File: src/rtl/rbs_pkg.sv
package rbs_pkg;
  localparam int RBS_CH_NUM      = 24;
  localparam int RBS_BITS_PER_CH = 8;
  localparam int RBS_LONG_FRAMES = 24;
  localparam int RBS_NUM_SIG     = 4;

  typedef enum logic [1:0] {
    SIG_A = 2'd0,
    SIG_B = 2'd1,
    SIG_C = 2'd2,
    SIG_D = 2'd3
  } sig_slot_e;
endpackage

File: src/rtl/rbs_pos_ctr.sv
module rbs_pos_ctr #(
  parameter int FRAME_BITS  = 193,
  parameter int LONG_FRAMES = 24,
  localparam int BW = $clog2(FRAME_BITS),
  localparam int FW = $clog2(LONG_FRAMES)
) (
  input  logic          clk,
  input  logic          rst_n,
  input  logic          frm_sync,
  input  logic          mf_sync,
  input  logic          esf_mode,
  output logic [BW-1:0] cur_bit,
  output logic [FW-1:0] cur_frame,
  output logic          mf_end
);
  logic [BW-1:0] bit_q;
  logic [FW-1:0] frm_q;
  logic [FW-1:0] last_frame;

  function automatic logic [BW-1:0] bit_after(input logic [BW-1:0] b);
    return (b == BW'(FRAME_BITS - 1)) ? '0 : b + 1'b1;
  endfunction

  assign last_frame = esf_mode ? FW'(LONG_FRAMES - 1) : FW'(LONG_FRAMES / 2 - 1);

  always_comb begin
    cur_bit = frm_sync ? '0 : bit_after(bit_q);
    if (mf_sync)
      cur_frame = '0;
    else if (cur_bit == '0)
      cur_frame = (frm_q >= last_frame) ? '0 : frm_q + 1'b1;
    else
      cur_frame = frm_q;
  end

  assign mf_end = (cur_frame == last_frame) && (cur_bit == BW'(FRAME_BITS - 1));

  always_ff @(posedge clk or negedge rst_n) begin
    if (!rst_n) begin
      bit_q <= BW'(FRAME_BITS - 1);
      frm_q <= FW'(LONG_FRAMES - 1);
    end else begin
      bit_q <= cur_bit;
      frm_q <= cur_frame;
    end
  end
endmodule

File: src/rtl/rbs_slot_dec.sv
module rbs_slot_dec #(
  parameter int CH_NUM      = 24,
  parameter int BITS_PER_CH = 8,
  parameter int LONG_FRAMES = 24,
  parameter int NUM_SIG     = 4,
  localparam int BW  = $clog2(CH_NUM * BITS_PER_CH + 1),
  localparam int FW  = $clog2(LONG_FRAMES),
  localparam int CW  = $clog2(CH_NUM),
  localparam int SW  = $clog2(NUM_SIG),
  localparam int FPS = LONG_FRAMES / NUM_SIG
) (
  input  logic [BW-1:0] cur_bit,
  input  logic [FW-1:0] cur_frame,
  input  logic          esf_mode,
  output logic [CW-1:0] chan,
  output logic          lsb_now,
  output logic          cap_en,
  output logic [SW-1:0] cap_slot
);
  function automatic logic [CW-1:0] chan_of(input logic [BW-1:0] b);
    int v;
    v = (b == '0) ? 0 : (int'(b) - 1) / BITS_PER_CH;
    return CW'(v);
  endfunction

  function automatic logic is_last_bit(input logic [BW-1:0] b);
    return (b != '0) && (((int'(b) - 1) % BITS_PER_CH) == BITS_PER_CH - 1);
  endfunction

  function automatic logic is_sig_frame(input logic [FW-1:0] f);
    return ((int'(f) + 1) % FPS) == 0;
  endfunction

  function automatic int slot_of(input logic [FW-1:0] f);
    return (int'(f) + 1) / FPS - 1;
  endfunction

  logic slot_allowed;

  always_comb begin
    chan         = chan_of(cur_bit);
    lsb_now      = is_last_bit(cur_bit);
    cap_slot     = SW'(slot_of(cur_frame));
    slot_allowed = esf_mode || (slot_of(cur_frame) < NUM_SIG / 2);
    cap_en       = lsb_now && is_sig_frame(cur_frame) && slot_allowed;
  end
endmodule

File: src/rtl/rbs_sig_store.sv
module rbs_sig_store #(
  parameter int CH_NUM  = 24,
  parameter int NUM_SIG = 4,
  localparam int CW   = $clog2(CH_NUM),
  localparam int SW   = $clog2(NUM_SIG),
  localparam int HALF = NUM_SIG / 2
) (
  input  logic                      clk,
  input  logic                      rst_n,
  input  logic                      cap_en,
  input  logic [CW-1:0]             cap_chan,
  input  logic [SW-1:0]             cap_slot,
  input  logic                      cap_bit,
  input  logic                      commit,
  input  logic                      esf_mode,
  input  logic [CW-1:0]             rd_chan,
  output logic [NUM_SIG-1:0]        rd_sig,
  output logic [CH_NUM*NUM_SIG-1:0] pres_flat
);
  logic [NUM_SIG-1:0] pres_arr [CH_NUM];

  for (genvar c = 0; c < CH_NUM; c++) begin : g_ch
    logic [NUM_SIG-1:0] stage_q;
    logic [NUM_SIG-1:0] stage_nx;
    logic [NUM_SIG-1:0] pres_q;

    always_comb begin
      stage_nx = stage_q;
      if (cap_en && (cap_chan == CW'(c)))
        stage_nx[cap_slot] = cap_bit;
    end

    always_ff @(posedge clk or negedge rst_n) begin
      if (!rst_n) begin
        stage_q <= '0;
        pres_q  <= '0;
      end else begin
        stage_q <= stage_nx;
        if (commit) begin
          if (esf_mode) begin
            pres_q <= stage_nx;
          end else begin
            pres_q[HALF-1:0]       <= stage_nx[HALF-1:0];
            pres_q[NUM_SIG-1:HALF] <= pres_q[HALF-1:0];
          end
        end
      end
    end

    assign pres_arr[c]                        = pres_q;
    assign pres_flat[c*NUM_SIG +: NUM_SIG]    = pres_q;
  end

  assign rd_sig = (int'(rd_chan) < CH_NUM) ? pres_arr[rd_chan] : '0;
endmodule

File: src/rtl/rbs_extract.sv
module rbs_extract
  import rbs_pkg::*;
#(
  parameter int CH_NUM      = RBS_CH_NUM,
  parameter int BITS_PER_CH = RBS_BITS_PER_CH,
  parameter int LONG_FRAMES = RBS_LONG_FRAMES
) (
  input  logic clk,
  input  logic rst_n,
  input  logic ser_in,
  input  logic frm_sync,
  input  logic mf_sync,
  input  logic esf_mode,
  input  logic upd_en,
  input  logic fill_ones,
  output logic ser_out,
  output logic lsb_mark,
  output logic sig_a,
  output logic sig_b,
  output logic sig_c,
  output logic sig_d
);
  localparam int NUM_SIG    = RBS_NUM_SIG;
  localparam int FRAME_BITS = CH_NUM * BITS_PER_CH + 1;
  localparam int BW         = $clog2(FRAME_BITS);
  localparam int FW         = $clog2(LONG_FRAMES);
  localparam int CW         = $clog2(CH_NUM);
  localparam int SW         = $clog2(NUM_SIG);

  logic [BW-1:0]             cur_bit;
  logic [FW-1:0]             cur_frame;
  logic                      mf_end;
  logic                      commit;
  logic [CW-1:0]             chan;
  logic                      lsb_now;
  logic                      cap_en;
  logic [SW-1:0]             cap_slot;
  logic [NUM_SIG-1:0]        rd_sig;
  logic [CH_NUM*NUM_SIG-1:0] pres_flat;
  logic [NUM_SIG-1:0]        sig_q;

  rbs_pos_ctr #(
    .FRAME_BITS (FRAME_BITS),
    .LONG_FRAMES(LONG_FRAMES)
  ) u_pos (
    .clk      (clk),
    .rst_n    (rst_n),
    .frm_sync (frm_sync),
    .mf_sync  (mf_sync),
    .esf_mode (esf_mode),
    .cur_bit  (cur_bit),
    .cur_frame(cur_frame),
    .mf_end   (mf_end)
  );

  rbs_slot_dec #(
    .CH_NUM     (CH_NUM),
    .BITS_PER_CH(BITS_PER_CH),
    .LONG_FRAMES(LONG_FRAMES),
    .NUM_SIG    (NUM_SIG)
  ) u_dec (
    .cur_bit  (cur_bit),
    .cur_frame(cur_frame),
    .esf_mode (esf_mode),
    .chan     (chan),
    .lsb_now  (lsb_now),
    .cap_en   (cap_en),
    .cap_slot (cap_slot)
  );

  assign commit = mf_end && upd_en;

  rbs_sig_store #(
    .CH_NUM (CH_NUM),
    .NUM_SIG(NUM_SIG)
  ) u_store (
    .clk      (clk),
    .rst_n    (rst_n),
    .cap_en   (cap_en),
    .cap_chan (chan),
    .cap_slot (cap_slot),
    .cap_bit  (ser_in),
    .commit   (commit),
    .esf_mode (esf_mode),
    .rd_chan  (chan),
    .rd_sig   (rd_sig),
    .pres_flat(pres_flat)
  );

  always_ff @(posedge clk or negedge rst_n) begin
    if (!rst_n) begin
      ser_out  <= 1'b0;
      lsb_mark <= 1'b0;
      sig_q    <= '0;
    end else begin
      ser_out  <= (fill_ones && cap_en) ? 1'b1 : ser_in;
      lsb_mark <= lsb_now;
      sig_q    <= (cur_bit == '0) ? '0 : rd_sig;
    end
  end

  assign sig_a = sig_q[SIG_A];
  assign sig_b = sig_q[SIG_B];
  assign sig_c = sig_q[SIG_C];
  assign sig_d = sig_q[SIG_D];
endmodule

File: config.mk
export PLATFORM = sky130hd
export DESIGN_NAME = rbs_extract
export DESIGN_NICKNAME = d
export VERILOG_FILES = /design/src/rtl/rbs_pkg.sv /design/src/rtl/rbs_pos_ctr.sv /design/src/rtl/rbs_slot_dec.sv /design/src/rtl/rbs_sig_store.sv /design/src/rtl/rbs_extract.sv
export SDC_FILE = /design/constraint.sdc
export NUM_CORES = 1
export LEC_CHECK = 0
export BUFFER_PORTS_ARGS = -buffer_cell sky130_fd_sc_hd__buf_4
export CAP_MARGIN = 40
export CORE_MARGIN = 2
export CORE_UTILIZATION = 40
export CTS_CLUSTER_DIAMETER = 60
export DETAILED_ROUTE_END_ITERATION = 8
export PLACE_DENSITY = 0.64
export SYNTH_ARGS = -nofsm -noshare
export SYNTH_HDL_FRONTEND = slang
export SYNTH_SLANG_ARGS = --single-unit
File: constraint.sdc
create_clock -name clk -period 9.1 [get_ports clk]
set_input_delay 0.455 -clock clk [delete_from_list [all_inputs] [get_ports clk]]
set_output_delay 0.455 -clock clk [all_outputs]
set_load 0.005 [all_outputs]
==> impl_metrics.toml <==
[run_status]
status = "complete, no violations"

[synth]
yosys.area.top_type = "dfrtp_1"
synthesis.nets = 1435
synth.most_common_cell = "nand2_1"
ys_seq_area_frac = 0.414
synth-seq-cells = 211
synth-edff-count = 0
syn-cell-area_sq_um = 12800
synthCells = 1409
yosys_warnings = 0
synth_cell_type_count = 87
ys_dominant_reg_cell = "dfrtp_1"
yosys-top-cells-area = "dfrtp_1 40%, nand2_1 6.4%, o41ai_1 3.9%"
yosys.area.top_type_share = 0.401
synth_common_cells = "217 x nand2_1, 205 x dfrtp_1, 91 x nor2_1, 77 x clkbuf_1, 67 x a21oi_1"
syn_area_per_cell_sq_um = 9.07
synth-async-reset-ratio = 1.00

[layout]
fin_nets = 1381
drive_gt1_frac = 0.139
utilization = 0.444
fin_area_sq_um = 14000
antenna_cells = 0
n_fill_cell = 3056
syn2layout_area_growth_pct = 9.40

[floorplanning]
dieArea_sq_um = 33400
row_count = 65
die_h_um = 183
chipWidth_um = 183
core_area_sq_um = 31500
start_util = 0.406
ios = 14

[global_route]
grtUsageTotal = 0.230
antenna_found_initial = 0
grt_pass1_vias = 11000
grt_max_degree = 75
grt_pass1_wl_um = 62100
grt_overflow = 0

[sta]
period_needed_ns = 8.26
fmax_mhz = 121
setup_viol = 0
finalSetupTns_ns = 0
period_share = 0.907
hold_violations = 0
worst_slew_pin_slew_ns = 0.864
rsz0062_at_grt = "no"
clock-skew-final_ns = 0.0228
max_slew_margin = 0.422
drv_slew = 0

[worst_setup_path]
cp_slowest_cell = "a311oi_1"
end_kind = "flop"
cpLargestDelayFamily = "compound AO/OA/AOI/OAI gates"
worst-setup-path-type = "reg2reg"
slowest_delay_ns = 0.58
worst-path-buf-inv = 3
path_max_fanout = 29
start_kind = "flop"
worst_ep_arrival_time_ns = 8.67
cp.required_ns = 9.52

[route]
ant_nets = 0
wl_per_cell_um = 21.6
drt-pass1-iter-count = 6
vias_per_cell = 6.37
drc = 0
drt_iter0_markers = 1071
num_vias = 11300
wl_um = 38400

[power]
ir_drop_uv = 127
power_frac_comb = 0.128
p_leak_nw = 6.01
p_int_mw = 1.60
sw_frac_of_total = 0.289
powerDensity_nw_per_um2 = 161
power_switching_uw = 652
p_clk_frac = 0.450
sequentialPowerShare = 0.423

[place]
place_congestion = 0.873
io_buffers = 13
hpwlAfterDp_um = 23600
place_area_sq_um = 13100

[clock_tree]
clk_pin_slew_ns = 0.06
cts_tree = "done"
cts_made_buffers = 25
htree_levels = 1
clk_latency_ns = 0.55
cts_sinks = 211
clk_path_buf_depth = 3
clockRootBuffer = "clkbuf_16"

[job]
drv_cap = 0

[worst_hold_path]
hp-class = "in2reg"
## power groups by stage
stage | Combinational (mW) | Clock, mW | Sequential (mW)
after detailed placement | 0.283 | 0 | 0.970
after floorplan | 0.176 | 0 | 0.967
after global routing | 0.310 | 1.06 | 0.953
after CTS | 0.284 | 1.03 | 0.952
final | 0.288 | 1.01 | 0.953
after global placement | 0.273 | 0 | 0.969
## cells by family after synthesis
| logic type | after synthesis | synth area share |
|---|---|---|
| xor gates and xnor gates | 8 | 0.00548 |
| and+or+nand+nor | 565 | 0.215 |
| muxes | 57 | 0.0515 |
| buffers and inverters | 150 | 0.0544 |
| AOI/OAI and AO/OA | 400 | 0.242 |
| DFF | 211 | 0.414 |
| adders and majority gates | 18 | 0.0176 |
## routing by layer
| metal | share of wire | GRT usage |
|---|---|---|
| met1 | 0.46 | 0.341 |
| met2 | 0.44 | 0.354 |
| met3 | 0.068 | 0.0264 |
| met4 | 0.029 | 0.0706 |
| met5 | 0 | 0 |
## registers in the layout, summed over array words and instances, names as in the netlist
| signal | flops |
|---|---|
| u_store.g_ch.pres_q | 96 |
| u_store.g_ch.stage_q | 96 |
| u_pos.bit_q | 8 |
| u_pos.frm_q | 5 |
| sig_q | 4 |
| lsb_mark | 1 |
| ser_out | 1 |
## metrics by stage
step	hold slack (ns)	std cells	power (mW)	setup slack (ns)
CTS	0.157	1775	2.26	0.759
global placement	0.447	1719	1.24	0.910
finish	0.182	1775	2.25	0.844
global route	0.194	1775	2.32	0.0460
detailed placement	0.450	1729	1.25	0.640
floorplan	0.159	1409	1.14	1.45
## worst paths after layout
| kind | startpoint | cells after the start | end | slack [ns] |
|---|---|---|---|---|
| min in group asynchronous | rst_n | 2 | u_store.g_ch[22].stage_q[1] | 0.48 |
| setup reg to reg | u_pos.bit_q[1] | 33 | u_store.g_ch[23].stage_q[1] | 0.84 |
| max in group asynchronous | rst_n | 4 | u_store.g_ch[1].stage_q[1] | 6.88 |
| setup / recovery | u_pos.bit_q[1] | 33 | u_store.g_ch[23].stage_q[1] | 0.84 |
| hold / removal | mf_sync | 2 | u_pos.frm_q[0] | 0.18 |
| hold reg to reg | u_store.g_ch[5].stage_q[1] | 2 | u_store.g_ch[5].pres_q[1] | 0.45 |
## layout make-up
cell class                      count  area, sq um  share of cell area
Inverter                           22         85.1             0.00608
Tap cell                          402          503              0.0360
Sequential cell                   211         5290               0.378
Multi-Input combinational cell   1048         6830               0.488
Timing Repair Buffer               47          447              0.0319
Clock buffer                       32          702              0.0502
Clock inverter                     13          128             0.00913
## what timing repair did
action,in CTS,in global routing
hold endpoints to repair,72,0
endpoints found under the setup margin,0,52
buffers inserted,0,0
resized for setup,0,2
hold buffers,1,0
## cells in the final DEF, fill, tap and decap left out, types with 7 or more instances in the layout
| cell | n |
|---|---|
| o21ai_1 | 28 |
| dfrtp_1 | 205 |
| ha_1 | 17 |
| o221ai_1 | 12 |
| mux2i_1 | 23 |
| a21bo_2 | 8 |
| nor2_1 | 90 |
| a2111oi_0 | 10 |
| o31ai_1 | 23 |
| or3_1 | 39 |
| inv_1 | 17 |
| o41ai_1 | 57 |
| a21bo_1 | 9 |
| nand2_1 | 217 |
| o21ai_0 | 50 |
| nand3_1 | 65 |
| nand4_1 | 20 |
| buf_4 | 36 |
| a31oi_1 | 24 |
| o41ai_2 | 18 |
| nor3_1 | 37 |
| a21oi_1 | 67 |
| clkbuf_16 | 25 |
| mux2_2 | 24 |
| xnor2_1 | 7 |
| or4_1 | 24 |
| o311ai_1 | 12 |
| a211oi_1 | 16 |
| o2111ai_1 | 18 |
| and3_1 | 23 |
Note: power is estimated with default switching activity, not from simulation.
